<file path="src/rtl/pio_cfg_pkg.sv">
package pio_cfg_pkg;

    typedef enum logic [1:0] {
        ST_IDLE  = 2'd0,
        ST_ISSUE = 2'd1,
        ST_WAIT  = 2'd2
    } pio_state_e;

    localparam int IDX_W      = 4;
    localparam int TYPE_W     = 4;
    localparam int CODE_W     = 3;
    localparam int BYPASS_BIT = 24;
    localparam int CODE_LSB   = 7;

    localparam logic [IDX_W-1:0] IDX_CTRL   = 4'd0;
    localparam logic [IDX_W-1:0] IDX_STAT   = 4'd1;
    localparam logic [IDX_W-1:0] IDX_ALO    = 4'd2;
    localparam logic [IDX_W-1:0] IDX_AHI    = 4'd3;
    localparam logic [IDX_W-1:0] IDX_WDATA  = 4'd4;
    localparam logic [IDX_W-1:0] IDX_STRB   = 4'd5;
    localparam logic [IDX_W-1:0] IDX_RDATA  = 4'd6;
    localparam logic [IDX_W-1:0] IDX_START  = 4'd7;
    localparam logic [IDX_W-1:0] IDX_DONE   = 4'd8;
    localparam logic [IDX_W-1:0] IDX_MASK   = 4'd9;

    localparam logic [CODE_W-1:0] CODE_OK = 3'd0;

    function automatic logic is_cfg_type(input logic [TYPE_W-1:0] t);
        return t[3:2] == 2'b10;
    endfunction

    function automatic logic is_cfg_read(input logic [TYPE_W-1:0] t);
        return t[3:1] == 3'b100;
    endfunction

endpackage

</file>
<file path="src/rtl/pio_cfg_regs.sv">
module pio_cfg_regs
    import pio_cfg_pkg::*;
#(
    parameter int DW = 32,
    localparam int SW = DW / 8,
    localparam int AW = 2 * DW
) (
    input  logic              clk,
    input  logic              rst_n,
    input  logic              wr_en,
    input  logic [IDX_W-1:0]  idx,
    input  logic [DW-1:0]     wr_data,
    output logic [DW-1:0]     rd_data,
    input  logic              busy,
    input  logic              done,
    input  logic [CODE_W-1:0] done_code,
    input  logic [DW-1:0]     done_data,
    input  logic              done_np,
    output logic              launch,
    output logic [TYPE_W-1:0] ctrl_type,
    output logic              ctrl_bypass,
    output logic [AW-1:0]     addr_q,
    output logic [DW-1:0]     wdata_q,
    output logic [SW-1:0]     strb_q,
    output logic              start_q,
    output logic              done_q,
    output logic [DW-1:0]     rdata_q,
    output logic              irq
);

    logic [CODE_W-1:0] code_q;
    logic              np_q;
    logic              mask_q;

    function automatic logic hit(input logic [IDX_W-1:0] i);
        return wr_en && (idx == i);
    endfunction

    assign launch = hit(IDX_START) && wr_data[0] && !busy;

    always_ff @(posedge clk) begin
        if (!rst_n) begin
            ctrl_type   <= '0;
            ctrl_bypass <= 1'b0;
            addr_q      <= '0;
            wdata_q     <= '0;
            strb_q      <= '0;
            mask_q      <= 1'b0;
        end else begin
            if (hit(IDX_CTRL)) begin
                ctrl_type   <= wr_data[TYPE_W-1:0];
                ctrl_bypass <= wr_data[BYPASS_BIT];
            end
            if (hit(IDX_ALO))   addr_q[DW-1:0]  <= wr_data;
            if (hit(IDX_AHI))   addr_q[AW-1:DW] <= wr_data;
            if (hit(IDX_WDATA)) wdata_q         <= wr_data;
            if (hit(IDX_STRB))  strb_q          <= wr_data[SW-1:0];
            if (hit(IDX_MASK))  mask_q          <= wr_data[0];
        end
    end

    always_ff @(posedge clk) begin
        if (!rst_n) begin
            start_q <= 1'b0;
            done_q  <= 1'b0;
            code_q  <= '0;
            np_q    <= 1'b0;
            rdata_q <= '0;
        end else begin
            if (done)
                start_q <= 1'b0;
            else if (launch)
                start_q <= 1'b1;

            if (done)
                done_q <= 1'b1;
            else if (hit(IDX_DONE) && wr_data[0])
                done_q <= 1'b0;

            if (done) begin
                code_q  <= done_code;
                np_q    <= done_np;
                rdata_q <= (done_code == CODE_OK) ? done_data : '1;
            end
        end
    end

    assign irq = done_q && !mask_q;

    always_comb begin
        rd_data = '0;
        unique case (idx)
            IDX_CTRL: begin
                rd_data[TYPE_W-1:0] = ctrl_type;
                rd_data[BYPASS_BIT] = ctrl_bypass;
            end
            IDX_STAT: begin
                rd_data[CODE_LSB +: CODE_W] = code_q;
                rd_data[0]                  = np_q;
            end
            IDX_ALO:   rd_data = addr_q[DW-1:0];
            IDX_AHI:   rd_data = addr_q[AW-1:DW];
            IDX_WDATA: rd_data = wdata_q;
            IDX_STRB:  rd_data[SW-1:0] = strb_q;
            IDX_RDATA: rd_data = rdata_q;
            IDX_START: rd_data[0] = start_q;
            IDX_DONE:  rd_data[0] = done_q;
            IDX_MASK:  rd_data[0] = mask_q;
            default:   rd_data = '0;
        endcase
    end

endmodule

</file>
<file path="src/rtl/pio_cfg_fsm.sv">
module pio_cfg_fsm
    import pio_cfg_pkg::*;
#(
    parameter int DW = 32,
    localparam int SW = DW / 8,
    localparam int AW = 2 * DW
) (
    input  logic              clk,
    input  logic              rst_n,
    input  logic              launch,
    input  logic [TYPE_W-1:0] in_type,
    input  logic              in_bypass,
    input  logic [AW-1:0]     in_addr,
    input  logic [DW-1:0]     in_data,
    input  logic [SW-1:0]     in_strb,
    output logic              req_valid,
    input  logic              req_ready,
    output logic [TYPE_W-1:0] req_type,
    output logic [AW-1:0]     req_addr,
    output logic [DW-1:0]     req_data,
    output logic [SW-1:0]     req_strb,
    output logic              req_bypass,
    input  logic              cpl_valid,
    input  logic [CODE_W-1:0] cpl_status,
    input  logic [DW-1:0]     cpl_data,
    output logic              busy,
    output logic              done,
    output logic [CODE_W-1:0] done_code,
    output logic [DW-1:0]     done_data,
    output logic              done_np
);

    pio_state_e state_q, state_d;
    logic       np_q;

    always_ff @(posedge clk) begin
        if (!rst_n) state_q <= ST_IDLE;
        else        state_q <= state_d;
    end

    always_comb begin
        state_d = state_q;
        unique case (state_q)
            ST_IDLE:  if (launch)    state_d = ST_ISSUE;
            ST_ISSUE: if (req_ready) state_d = ST_WAIT;
            ST_WAIT:  if (cpl_valid) state_d = ST_IDLE;
            default:                 state_d = ST_IDLE;
        endcase
    end

    always_ff @(posedge clk) begin
        if (!rst_n) begin
            req_type   <= '0;
            req_addr   <= '0;
            req_data   <= '0;
            req_strb   <= '0;
            req_bypass <= 1'b0;
            np_q       <= 1'b0;
        end else if (launch && state_q == ST_IDLE) begin
            req_type   <= in_type;
            req_bypass <= in_bypass;
            req_data   <= in_data;
            req_addr   <= is_cfg_type(in_type) ? {in_addr[AW-1:2], 2'b00} : in_addr;
            req_strb   <= is_cfg_read(in_type) ? '1 : in_strb;
            np_q       <= is_cfg_type(in_type);
        end
    end

    always_comb begin
        req_valid = 1'b0;
        busy      = 1'b1;
        done      = 1'b0;
        unique case (state_q)
            ST_IDLE:  busy      = 1'b0;
            ST_ISSUE: req_valid = 1'b1;
            ST_WAIT:  done      = cpl_valid;
            default:  busy      = 1'b0;
        endcase
    end

    assign done_code = cpl_status;
    assign done_data = cpl_data;
    assign done_np   = np_q;

endmodule

</file>
<file path="src/rtl/pio_cfg_engine.sv">
module pio_cfg_engine
    import pio_cfg_pkg::*;
#(
    parameter int DW = 32,
    localparam int SW = DW / 8,
    localparam int AW = 2 * DW
) (
    input  logic              clk,
    input  logic              rst_n,
    input  logic              cfg_wr,
    input  logic [IDX_W-1:0]  cfg_idx,
    input  logic [DW-1:0]     cfg_wdata,
    output logic [DW-1:0]     cfg_rdata,
    output logic              req_valid,
    input  logic              req_ready,
    output logic [TYPE_W-1:0] req_type,
    output logic [AW-1:0]     req_addr,
    output logic [DW-1:0]     req_data,
    output logic [SW-1:0]     req_strb,
    output logic              req_bypass,
    input  logic              cpl_valid,
    input  logic [CODE_W-1:0] cpl_status,
    input  logic [DW-1:0]     cpl_data,
    output logic              irq
);

    logic              launch, busy, done, done_np;
    logic [CODE_W-1:0] done_code;
    logic [DW-1:0]     done_data;
    logic [TYPE_W-1:0] ctrl_type;
    logic              ctrl_bypass;
    logic [AW-1:0]     addr_q;
    logic [DW-1:0]     wdata_q, rdata_q;
    logic [SW-1:0]     strb_q;
    logic              start_q, done_q;

    pio_cfg_regs #(.DW(DW)) u_regs (
        .clk         (clk),
        .rst_n       (rst_n),
        .wr_en       (cfg_wr),
        .idx         (cfg_idx),
        .wr_data     (cfg_wdata),
        .rd_data     (cfg_rdata),
        .busy        (busy),
        .done        (done),
        .done_code   (done_code),
        .done_data   (done_data),
        .done_np     (done_np),
        .launch      (launch),
        .ctrl_type   (ctrl_type),
        .ctrl_bypass (ctrl_bypass),
        .addr_q      (addr_q),
        .wdata_q     (wdata_q),
        .strb_q      (strb_q),
        .start_q     (start_q),
        .done_q      (done_q),
        .rdata_q     (rdata_q),
        .irq         (irq)
    );

    pio_cfg_fsm #(.DW(DW)) u_fsm (
        .clk        (clk),
        .rst_n      (rst_n),
        .launch     (launch),
        .in_type    (ctrl_type),
        .in_bypass  (ctrl_bypass),
        .in_addr    (addr_q),
        .in_data    (wdata_q),
        .in_strb    (strb_q),
        .req_valid  (req_valid),
        .req_ready  (req_ready),
        .req_type   (req_type),
        .req_addr   (req_addr),
        .req_data   (req_data),
        .req_strb   (req_strb),
        .req_bypass (req_bypass),
        .cpl_valid  (cpl_valid),
        .cpl_status (cpl_status),
        .cpl_data   (cpl_data),
        .busy       (busy),
        .done       (done),
        .done_code  (done_code),
        .done_data  (done_data),
        .done_np    (done_np)
    );

endmodule

</file>
<file path="config.mk">
export PLATFORM = sky130hd
export DESIGN_NAME = pio_cfg_engine
export DESIGN_NICKNAME = d
export VERILOG_FILES = /design/src/rtl/pio_cfg_pkg.sv /design/src/rtl/pio_cfg_regs.sv /design/src/rtl/pio_cfg_fsm.sv /design/src/rtl/pio_cfg_engine.sv
export SDC_FILE = /design/constraint.sdc
export NUM_CORES = 1
export LEC_CHECK = 0
export ABC_AREA = 1
export BUFFER_PORTS_ARGS = -buffer_cell sky130_fd_sc_hd__buf_2
export CORE_MARGIN = 5
export CORE_UTILIZATION = 35
export CTS_BUF_LIST = sky130_fd_sc_hd__clkbuf_8
export DETAILED_ROUTE_END_ITERATION = 8
export GPL_TIMING_DRIVEN = 0
export PLACE_DENSITY = 0.55
export SLEW_MARGIN = 20
export SYNTH_ARGS = -nofsm -noshare
export SYNTH_HDL_FRONTEND = slang
export SYNTH_HIERARCHICAL = 1
export SYNTH_SLANG_ARGS = --single-unit
</file>
<file path="constraint.sdc">
create_clock -name clk -period 1.7 [get_ports clk]
set_clock_uncertainty 0.15 [all_clocks]
set_input_delay 0.34 -clock clk [delete_from_list [all_inputs] [get_ports clk]]
set_output_delay 0.34 -clock clk [all_outputs]
set_load 0.02 [all_outputs]
</file>
Word level (Yosys, flattened, before mapping)
Cells that the tools add are included.
Storage, ports and cells
  register bits after elaboration: 252
Operators by class
  equality and inequality tests: 16
  muxes and demuxes: 19
  bitwise operators: 1
  reductions and logical operators: 22
Operators by type and width (count)
  14-bit case mux with 4 select lines: 1
  32-bit 2-to-1 mux: 1
  7-bit case mux with 4 select lines: 1
  3-bit case mux with 6 select lines: 1
  4-bit by 3-bit == test with 1-bit output, second input constant: 4
  3-bit case mux with 5 select lines: 1
  1-bit logical AND: 13
  3-bit case mux with 4 select lines: 1
  1-bit case mux with 10 select lines: 1
  4-bit by 2-bit == test with 1-bit output, second input constant: 2
  4-bit == test, second input constant: 2
  2-bit 2-to-1 mux: 4
  2-bit case mux with 3 select lines: 1
  1-bit 2-to-1 mux: 5
  1-bit case mux with 5 select lines: 1
  2-bit == test, second input constant: 2
  4-bit by 1-bit == test with 1-bit output, second input constant: 1
  4-bit zero test: 1
  4-bit 2-to-1 mux: 1
  2-bit != test, second input constant: 2
  2-bit OR reduction: 2
  3-bit == test, second input constant: 1
  3-bit zero test: 1
  3-bit AND reduction: 1
  other kinds (6): 7

Longest topological paths before layout
Gate-level depths: netlist of the first run.
  depth after elaboration: 7
  gate-level depth with buffers: 11

Modules after synthesis
Netlist of the first run, hierarchy kept.
By module, submodules not included
  pio_cfg_regs: instances 1, cells an instance 958, area an instance 6372.4 µm²
  pio_cfg_fsm: instances 1, cells an instance 523, area an instance 4107.7 µm²

Worst setup path before layout of the first run
OpenSTA, ideal clock, no wires.
  path kind: register to register
  start: register u_fsm.state_q[0]
  end: register u_fsm.req_addr[28]
  setup time: 0.113 ns
  arrival time: 1.559 ns
  data required time: 1.437 ns
  path slack: -0.122 ns
  cell stages (with the launch flop): 11
  path buffers: 2
  clock period less this slack: 1.822 ns
  cell sequence: dfxtp_1 -> inv_1 -> ha_1 -> nor3_1 -> nand2_1 -> inv_1 -> nand2_2 -> buf_4 -> buf_2 -> o21ai_1 -> nor2_1
Between the ends
  longest elaborated chain between the ends: 6
  elaborated cells between the ends (all ways): 8
  those cells by class: 2 x eq/ne; 1 x mux; 5 x reduce/logical
RTL lines
  start, declared: line pio_cfg_fsm.sv:33  | pio_state_e state_q, state_d;
  start signal, assigned: line pio_cfg_fsm.sv:38  | else state_q <= state_d;
  2-bit by 1-bit == test with 1-bit output / 2-bit == test (equally long branches): line pio_cfg_fsm.sv:73  | unique case (state_q)
  2-bit OR reduction (no line) (*)
  1-bit 2-to-1 mux (*): line pio_cfg_fsm.sv:73
  net busy: line pio_cfg_engine.sv:27  | logic launch, busy, done, done_np;
  1-bit zero test (*): line pio_cfg_regs.sv:39  | assign launch = hit(IDX_START) && wr_data[0] && !busy;
  1-bit logical AND (*): line pio_cfg_regs.sv:39
  net launch: line pio_cfg_engine.sv:27
  1-bit logical AND (*): line pio_cfg_fsm.sv:59  | end else if (launch && state_q == ST_IDLE) begin
  end signal, assigned: line pio_cfg_fsm.sv:63  | req_addr <= is_cfg_type(in_type) ? {in_addr[AW-1:2], 2'b00} : in_addr;
  end, declared: line pio_cfg_fsm.sv:19  | output logic [AW-1:0] req_addr,
Mark *: on every way through the listed nets, which the timed path passes. The rest lies on a longest branch.
A chain may end at the register's enable or synchronous reset.

Worst setup path after layout of the first run
  start: input port cfg_idx[2]
  end: output port cfg_rdata[29]
Between the ends
  longest elaborated chain between the ends: 2
  elaborated cells between the ends (all ways): 5
  those cells by class: 4 x eq/ne; 1 x mux
RTL lines
  start, declared: line pio_cfg_engine.sv:11  | input logic [IDX_W-1:0] cfg_idx,
  4-bit by 3-bit == test with 1-bit output / 4-bit by 2-bit == test with 1-bit output (equally long branches): line pio_cfg_regs.sv:92  | unique case (idx)
  7-bit case mux with 4 select lines (*): line pio_cfg_regs.sv:92
  end, declared: line pio_cfg_engine.sv:13  | output logic [DW-1:0] cfg_rdata,
Mark *: on every way between the ends. The rest lies on a longest branch, timed or not.

==> flow_results.xml, run 1 <==
<?xml version="1.0" encoding="UTF-8"?>
<metrics>
  <group name="logic_synthesis">
    <metric name="synth_top_area_share" unit="%">48.1</metric>
    <metric name="ys_ff_latch" unit="">252</metric>
    <metric name="synth-edff-count" unit="">0</metric>
    <metric name="synthesis.nets" unit="">1561</metric>
    <metric name="synth-warning-count" unit="">6</metric>
    <metric name="synth_area_per_cell" unit="um2">7.08</metric>
    <metric name="asyncSetResetFlopFracSynth" unit="%">0</metric>
    <metric name="synth_largest_area_cell" unit="">sky130_fd_sc_hd__dfxtp_1</metric>
    <metric name="post_synth_instance_area" unit="um2">10500</metric>
    <metric name="yosysSeqAreaShare" unit="%">48.1</metric>
    <metric name="most_common_cell_in_the_synthesized_netlist" unit="">sky130_fd_sc_hd__nor2_1</metric>
    <metric name="post_synth_num_cell_types" unit="">22</metric>
    <metric name="synth.top_cells.by_count" unit="">sky130_fd_sc_hd__nor2_1 (327), sky130_fd_sc_hd__nand2_1 (324), sky130_fd_sc_hd__dfxtp_1 (252)</metric>
    <metric name="postSynthCellCount" unit="">1481</metric>
    <metric name="ys_flop_type" unit="">sky130_fd_sc_hd__dfxtp_1</metric>
    <metric name="synth.area.top_cells" unit="">sky130_fd_sc_hd__dfxtp_1 (48%), sky130_fd_sc_hd__nor2_1 (12%), sky130_fd_sc_hd__nand2_1 (12%)</metric>
  </group>
  <group name="global_route">
    <metric name="gr-usage-met1" unit="%">33.1</metric>
    <metric name="antenna_found_initial" unit="">0</metric>
    <metric name="grt_start_max_net_pins" unit="">14</metric>
    <metric name="met2_demand_to_capacity_share_in_global_routing" unit="%">37.9</metric>
    <metric name="layer_with_the_highest_usage" unit="">met2</metric>
    <metric name="grt.overflow.total" unit="">0</metric>
    <metric name="first_global_vias" unit="">10800</metric>
    <metric name="globalRouteMet3Util" unit="%">5.20</metric>
    <metric name="grt_first_pass_wirelength" unit="um">63300</metric>
    <metric name="grt_util_all_layers" unit="%">24.4</metric>
  </group>
  <group name="route">
    <metric name="drt-initial-drc-count" unit="">1178</metric>
    <metric name="vias_per_cell" unit="">5.10</metric>
    <metric name="wl_per_cell" unit="um">19.5</metric>
    <metric name="vias" unit="">11600</metric>
    <metric name="drt-total-wl" unit="um">44300</metric>
    <metric name="detail_route.first_pass.iterations" unit="">9</metric>
    <metric name="detail-route-antenna-nets" unit="">0</metric>
    <metric name="drc" unit="">0</metric>
  </group>
  <group name="setup_path">
    <metric name="path_delay_family" unit="">buffers and inverters</metric>
    <metric name="timing.critical_path.arrival" unit="ns">1.46</metric>
    <metric name="cpPeakStageDelay" unit="ns">0.18</metric>
    <metric name="crit_path_frequent_cell" unit="">sky130_fd_sc_hd__buf_12</metric>
    <metric name="critPathKind" unit="">primary input to output port</metric>
    <metric name="startpoint_type" unit="">primary input</metric>
    <metric name="crit_path_end_kind" unit="">output port</metric>
    <metric name="worstPathBufferInverterCount" unit="">5</metric>
    <metric name="crit_fanout" unit="">6</metric>
    <metric name="critical_path.cell_chain" unit="">buf_12 &gt; clkinv_8 &gt; nand2_8 &gt; nor3_4 &gt; buf_12 &gt; buf_12 &gt; nand2_4 &gt; nand4_1 &gt; buf_4</metric>
    <metric name="cp_data_required_time" unit="ns">1.21</metric>
    <metric name="slowest_stage" unit="">sky130_fd_sc_hd__buf_12</metric>
  </group>
  <group name="sta">
    <metric name="timing.setup.tns" unit="ns">-18.80</metric>
    <metric name="max_slew.worst_pin.slew" unit="ns">0.967</metric>
    <metric name="final_critical_period" unit="ns">1.95</metric>
    <metric name="setup_repair_after_global_routing_missed_its_margin" unit="">true</metric>
    <metric name="fin_crit_sh" unit="%">115</metric>
    <metric name="setup_ws" unit="ns">-0.247</metric>
    <metric name="hold_slack" unit="ns">0.0363</metric>
    <metric name="max_clock_freq" unit="MHz">514</metric>
    <metric name="hold_violations" unit="">0</metric>
    <metric name="report.final.setup_viol" unit="">140</metric>
    <metric name="timing.final.max_slew_violations" unit="">0</metric>
    <metric name="max_slew_margin" unit="%">35.5</metric>
  </group>
  <group name="cts">
    <metric name="h_tree_level_count" unit="">2</metric>
    <metric name="clock_buffer_count_from_cts" unit="">43</metric>
    <metric name="cell_chosen_for_the_clock_root" unit="">sky130_fd_sc_hd__clkbuf_8</metric>
    <metric name="clock_tree.buffer_depth" unit="">3</metric>
    <metric name="worst_skew_pair.late_latency" unit="ns">0.57</metric>
    <metric name="path_clk_slew" unit="ns">0.06</metric>
    <metric name="cts_tree" unit="">built</metric>
    <metric name="clkSinkCount" unit="">252</metric>
  </group>
  <group name="final_layout">
    <metric name="layout_cells_sized_above_1" unit="%">38.0</metric>
    <metric name="final_core_utilization" unit="%">55.7</metric>
    <metric name="n_fill_cell" unit="">2798</metric>
    <metric name="nNetsFinal" unit="">1936</metric>
    <metric name="antenna_cells" unit="">0</metric>
    <metric name="area_delta_synth_final" unit="%">57.4</metric>
    <metric name="post-route-cell-area" unit="um2">16500</metric>
  </group>
  <group name="die">
    <metric name="dieHeight" unit="um">183</metric>
    <metric name="floorplan.initialDensity" unit="%">35.4</metric>
    <metric name="top_level_ports" unit="">215</metric>
    <metric name="placement_rows" unit="">63</metric>
    <metric name="die_area" unit="um2">33500</metric>
    <metric name="die_w" unit="um">183</metric>
    <metric name="core" unit="um2">29600</metric>
  </group>
  <group name="placed_design">
    <metric name="hpwl" unit="um">29900</metric>
    <metric name="gpl.final_weighted_congestion" unit="">0.924</metric>
    <metric name="port_buffers" unit="">178</metric>
    <metric name="detailed_place.area" unit="um2">11900</metric>
  </group>
  <group name="min_path">
    <metric name="hold_crit_path_type" unit="">primary input to flop</metric>
  </group>
  <group name="pwr">
    <metric name="power_density" unit="nW/um2">835</metric>
    <metric name="vdd_ir_drop_max" unit="uV">493</metric>
    <metric name="total_leakage_power" unit="uW">0.00748</metric>
  </group>
  <group name="run_status">
    <metric name="outcome" unit="">finished, violations left</metric>
    <metric name="violated_checks" unit="">setup timing</metric>
  </group>
  <group name="run">
    <metric name="drv_cap" unit="">0</metric>
  </group>
</metrics>
-- kinds of logic (layout without fill, tap and decap cells) --
logic type | count (synthesis) | after routing | share of synthesized area (%)
buf+inv | 191 | 592 | 9.17
fa+ha+maj | 4 | 4 | 0.478
simple gates | 778 | 779 | 30.0
compound gates | 256 | 256 | 12.2
flops | 252 | 252 | 48.1
-- what timing repair did --
action	CTS	global route
cloned	16	11
pin swaps	50	79
endpoints found under the hold margin	138	0
resized for setup	446	237
setup endpoints to repair	178	184
setup buffers	47	15
hold buffers	70	0
-- path summary, 6_finish.rpt --
path	end	slack, ns	cells after the start	from
worst min-delay path	u_regs/mask_q	0.04	5	cfg_idx[3]
worst max-delay path	cfg_rdata[29]	-0.25	9	cfg_idx[2]
worst min register to register	u_fsm/req_data[23]	0.31	2	u_fsm/req_data[23]
worst max register to register	u_fsm/req_addr[33]	-0.19	11	u_fsm/state_q[0]
-- per-stage QoR --
step	instances	worst slack, ns	total power [uW]
2_1_floorplan	1481	-0.0285	7300
3_3_place_gp	2049	-0.991	7790
3_5_place_dp	2049	-0.978	7820
4_1_cts	2253	-0.248	13500
5_1_grt	2273	-0.274	14300
6_report	2273	-0.247	13800
-- cell usage in the layout (no fill, tap or decap), drive strengths merged --
cell,instances
a21oi,116
clkbuf,108
o21ai,140
inv,72
nor3,3
dfxtp,252
dlygate4sd3,70
clkinvlp,1
ha,4
nor2,331
nand2,326
nand4,24
clkinv,5
buf,336
nand3,95
-- registers in the layout, indices dropped and copies added (netlist names), 3 cells and up --
| name | cells |
|---|---|
| u_regs/strb_q | 4 |
| u_fsm/req_addr | 64 |
| u_regs/rdata_q | 32 |
| u_regs/wdata_q | 32 |
| u_regs/ctrl_type | 4 |
| u_regs/addr_q | 64 |
| u_regs/code_q | 3 |
| u_fsm/req_data | 32 |
| u_fsm/req_strb | 4 |
| u_fsm/req_type | 4 |
-- layer usage --
layer | vias up | wire (um)
met5 | - | 0
met3 | 111 | 4140
met1 | 5387 | 18400
met4 | 0 | 1820
met2 | 614 | 20000
li1 | 5491 | -
-- power by group --
group          internal [uW]  switching [uW]  total [uW]  leakage, uW
Combinational            986            1270        2250      0.00495
Clock                   2700            2440        5140     0.000471
Sequential              6160             207        6370      0.00205
Total                   9850            3920       13800      0.00748
-- layout make-up --
cell class                      instances  area, um2  share of cell area (%)
Multi-Input combinational cell       1039       5740                    34.8
Sequential cell                       252       5100                    30.9
Timing Repair Buffer                  334       2930                    17.8
Buffer                                129       1160                    7.06
Clock buffer                           51        702                    4.26
Tap cell                              390        488                    2.96
Inverter                               57        282                    1.71
Clock inverter                         21       88.8                   0.539
-- worst register-to-register path: cells and delay by family (launching register included) --
kind	cells	cell delay, ns
buffers and inverters	5	0.62
and+or+nand+nor	5	0.45
DFF	1	0.36
adders and majority gates	1	0.24
Note: power is estimated with default switching activity, not from simulation.
==> run 2, diff against run 1 <==
--- a/config.mk
+++ b/config.mk
@@ -8,11 +8,11 @@
 export ABC_AREA = 1
 export BUFFER_PORTS_ARGS = -buffer_cell sky130_fd_sc_hd__buf_2
 export CORE_MARGIN = 5
-export CORE_UTILIZATION = 35
+export CORE_UTILIZATION = 49
 export CTS_BUF_LIST = sky130_fd_sc_hd__clkbuf_8
 export DETAILED_ROUTE_END_ITERATION = 8
 export GPL_TIMING_DRIVEN = 0
-export PLACE_DENSITY = 0.55
+export PLACE_DENSITY = 0.73
 export SLEW_MARGIN = 20
 export SYNTH_ARGS = -nofsm -noshare
 export SYNTH_HDL_FRONTEND = slang
==> run 2 against run 1 <==
- the flow still finishes with violations (setup timing)
- non-clock buffer count fell by 2
- critical path depth rose by 2
- first-iteration DRC count rose by 44%
- cell count fell by 5.2%
- via count rose by 5.7%
- count of clock-buffer cells in the layout rose by 1
- die area fell by 27%
- global-route usage rose by 7.2 points
- critical endpoint is now u_fsm/req_addr[37]
- largest power group unchanged
==> flow_results.xml, run 2 (same netlist as run 1, synthesis figures left out) <==
<?xml version="1.0" encoding="UTF-8"?>
<metrics>
  <group name="die">
    <metric name="top_level_ports" unit="">215</metric>
    <metric name="placement_rows" unit="">53</metric>
    <metric name="dieHeight" unit="um">156</metric>
    <metric name="core" unit="um2">21000</metric>
    <metric name="die_area" unit="um2">24400</metric>
    <metric name="floorplan.initialDensity" unit="%">49.9</metric>
    <metric name="die_w" unit="um">156</metric>
  </group>
  <group name="placed_design">
    <metric name="hpwl" unit="um">27200</metric>
    <metric name="detailed_place.area" unit="um2">11700</metric>
    <metric name="gpl.final_weighted_congestion" unit="">0.964</metric>
    <metric name="port_buffers" unit="">178</metric>
  </group>
  <group name="setup_path">
    <metric name="r2r-end" unit="">u_fsm/req_addr[37]</metric>
    <metric name="timing.critical_path.arrival" unit="ns">2.34</metric>
    <metric name="crit_path_end_kind" unit="">flop</metric>
    <metric name="path_delay_family" unit="">buffers and inverters</metric>
    <metric name="reg2regPathDepth" unit="">11</metric>
    <metric name="crit_fanout" unit="">8</metric>
    <metric name="cp_data_required_time" unit="ns">2.02</metric>
    <metric name="critPathKind" unit="">flop to flop</metric>
    <metric name="worstPathBufferInverterCount" unit="">5</metric>
    <metric name="critical_path.cell_chain" unit="">inv_4 &gt; ha_4 &gt; nor3_2 &gt; nand2_1 &gt; inv_2 &gt; nand2_8 &gt; clkinv_8 &gt; buf_16 &gt; clkbuf_16 &gt; nor2_2 &gt; nor2_1</metric>
    <metric name="slowest_stage" unit="">sky130_fd_sc_hd__dfxtp_2</metric>
    <metric name="regToRegStartpoint" unit="">u_fsm/state_q[0]</metric>
    <metric name="register_to_register_path_setup_slack" unit="ns">-0.33</metric>
    <metric name="startpoint_type" unit="">flop</metric>
    <metric name="cpPeakStageDelay" unit="ns">0.36</metric>
  </group>
  <group name="min_path">
    <metric name="whs_path_depth" unit="">3</metric>
    <metric name="hold_crit_path_type" unit="">primary input to flop</metric>
    <metric name="hold_wc_startpoint" unit="">cfg_wdata[0]</metric>
    <metric name="min_to" unit="">u_regs/mask_q</metric>
  </group>
  <group name="route">
    <metric name="detail_route.first_pass.iterations" unit="">7</metric>
    <metric name="drt-initial-drc-count" unit="">1699</metric>
    <metric name="vias" unit="">12300</metric>
    <metric name="vias_per_cell" unit="">5.69</metric>
    <metric name="wl_per_cell" unit="um">20.6</metric>
    <metric name="detail-route-antenna-nets" unit="">0</metric>
    <metric name="drc" unit="">0</metric>
    <metric name="drt-total-wl" unit="um">44300</metric>
  </group>
  <group name="cts">
    <metric name="worst_skew_pair.late_latency" unit="ns">0.54</metric>
    <metric name="path_clk_slew" unit="ns">0.07</metric>
    <metric name="clkSinkCount" unit="">252</metric>
    <metric name="cell_chosen_for_the_clock_root" unit="">sky130_fd_sc_hd__clkbuf_8</metric>
    <metric name="h_tree_level_count" unit="">2</metric>
    <metric name="clock_buffer_count_from_cts" unit="">41</metric>
    <metric name="clock_tree.buffer_depth" unit="">3</metric>
    <metric name="cts_tree" unit="">built</metric>
  </group>
  <group name="global_route">
    <metric name="grt_start_max_net_pins" unit="">14</metric>
    <metric name="antenna_found_initial" unit="">0</metric>
    <metric name="grt_util_all_layers" unit="%">31.5</metric>
    <metric name="first_global_vias" unit="">11100</metric>
    <metric name="grt_first_pass_wirelength" unit="um">60400</metric>
    <metric name="grt.overflow.total" unit="">0</metric>
  </group>
  <group name="final_layout">
    <metric name="biggestRegsByFlops" unit="">u_fsm/req_addr: 64 flops, u_regs/addr_q: 64 flops</metric>
    <metric name="layout.cells.most_common_list" unit="">sky130_fd_sc_hd__nor2_1 (274), sky130_fd_sc_hd__nand2_1 (240), sky130_fd_sc_hd__dfxtp_1 (229)</metric>
    <metric name="post-route-cell-area" unit="um2">15900</metric>
    <metric name="final_common_cell" unit="">sky130_fd_sc_hd__nor2_1</metric>
    <metric name="antenna_cells" unit="">0</metric>
    <metric name="nNetsFinal" unit="">1931</metric>
    <metric name="area_delta_synth_final" unit="%">51.8</metric>
    <metric name="seq_area" unit="um2">5080</metric>
    <metric name="combined_area_of_the_multi_input_logic_cells" unit="um2">5470</metric>
    <metric name="n_fill_cell" unit="">1447</metric>
    <metric name="layout_cells_sized_above_1" unit="%">35.2</metric>
  </group>
  <group name="pwr">
    <metric name="p_switching" unit="uW">3940</metric>
    <metric name="power_density" unit="nW/um2">879</metric>
    <metric name="total_power" unit="uW">14000</metric>
    <metric name="seq_power_share" unit="%">45.4</metric>
    <metric name="p_comb_share" unit="%">16.0</metric>
    <metric name="clock_power_share" unit="%">38.6</metric>
    <metric name="p_int" unit="uW">10000</metric>
    <metric name="switching_share" unit="%">28.2</metric>
    <metric name="vdd_ir_drop_max" unit="uV">567</metric>
    <metric name="total_leakage_power" unit="uW">0.00724</metric>
  </group>
  <group name="sta">
    <metric name="max_clock_freq" unit="MHz">493</metric>
    <metric name="fin_crit_sh" unit="%">119</metric>
    <metric name="setup_repair_after_global_routing_missed_its_margin" unit="">true</metric>
    <metric name="final_critical_period" unit="ns">2.03</metric>
    <metric name="setup_ws" unit="ns">-0.327</metric>
    <metric name="max_slew_margin" unit="%">50.1</metric>
    <metric name="timing.final.max_slew_violations" unit="">0</metric>
    <metric name="hold_violations" unit="">0</metric>
    <metric name="max_slew.worst_pin.slew" unit="ns">0.748</metric>
    <metric name="report.final.setup_viol" unit="">148</metric>
  </group>
  <group name="run_status">
    <metric name="violated_checks" unit="">setup timing</metric>
    <metric name="outcome" unit="">finished, violations left</metric>
  </group>
  <group name="run">
    <metric name="drv_cap" unit="">0</metric>
  </group>
</metrics>
==> run 2: area by class of cell <==
| type | instances | area share, % |
|---|---|---|
| sequential | 252 | 31.9 |
| clock inverter | 20 | 0.708 |
| inverter | 57 | 1.72 |
| timing repair buffer | 331 | 17.6 |
| clock buffer | 52 | 4.50 |
| tap | 275 | 2.16 |
| multi-input combinational | 1038 | 34.4 |
| buffer | 130 | 7.04 |
==> run 2: worst max-delay path by stage <==
stage                     start  depth (start not counted)            endpoint
6_report       u_fsm/state_q[0]                         11  u_fsm/req_addr[37]
5_1_grt        u_fsm/state_q[0]                         11  u_fsm/req_addr[37]
3_5_place_dp         cfg_idx[2]                          8       cfg_rdata[10]
2_1_floorplan        cfg_idx[2]                          6       cfg_rdata[10]
3_3_place_gp         cfg_idx[2]                          8       cfg_rdata[12]
4_1_cts              cfg_idx[3]                         12        cfg_rdata[1]
==> run 2: layer usage <==
layer  track usage (%)  share of wire (%)  up-vias
met5                 0                  0        -
met4              12.5                5.9        0
met3              7.47                 12      229
li1                  -                  -     5473
met1              41.0                 36     5661
met2              50.8                 46      905
==> run 2: worst reg2reg max path, delay by kind of cell (launching register included) <==
kind	cells	cell delay (ns)
flip-flops	1	0.36
buffers and inverters	5	0.67
adder cells (fa/ha/maj)	1	0.23
AND/OR/NAND/NOR	5	0.52
==> run 2: power by group through the flow <==
stage               clock, uW  combinational [uW]  sequential (uW)
finish                   5400                2240             6350
global route             5670                2370             6380
CTS                      5330                1780             6320
detailed placement          0                1350             6430
global placement            0                1330             6430
floorplan                   0                 845             6450
==> run 2: what timing repair did <==
| item | 4_1_cts | 5_1_grt |
|---|---|---|
| gates resized for setup | 298 | 285 |
| gates cloned | 10 | 11 |
| setup buffers | 41 | 28 |
| pin swaps | 43 | 86 |
| setup endpoints to repair | 177 | 204 |
| hold endpoints to repair | 135 | 0 |
| hold buffers | 69 | 0 |
==> run 2: through the flow <==
step | setup WS (ns) | utilization (%) | setup TNS, ns | std cells | hold slack, ns
6_report | -0.327 | 75.7 | -28.98 | 2155 | 0.0142
4_1_cts | -0.234 | 70.0 | -23.08 | 2125 | 0.00320
2_1_floorplan | -0.0285 | - | -0.800 | 1481 | 0.276
3_3_place_gp | -0.873 | 55.8 | -94.85 | 1934 | 0.286
5_1_grt | -0.359 | 75.7 | -36.21 | 2155 | 0.0306
3_5_place_dp | -0.863 | 55.8 | -95.11 | 1934 | 0.290
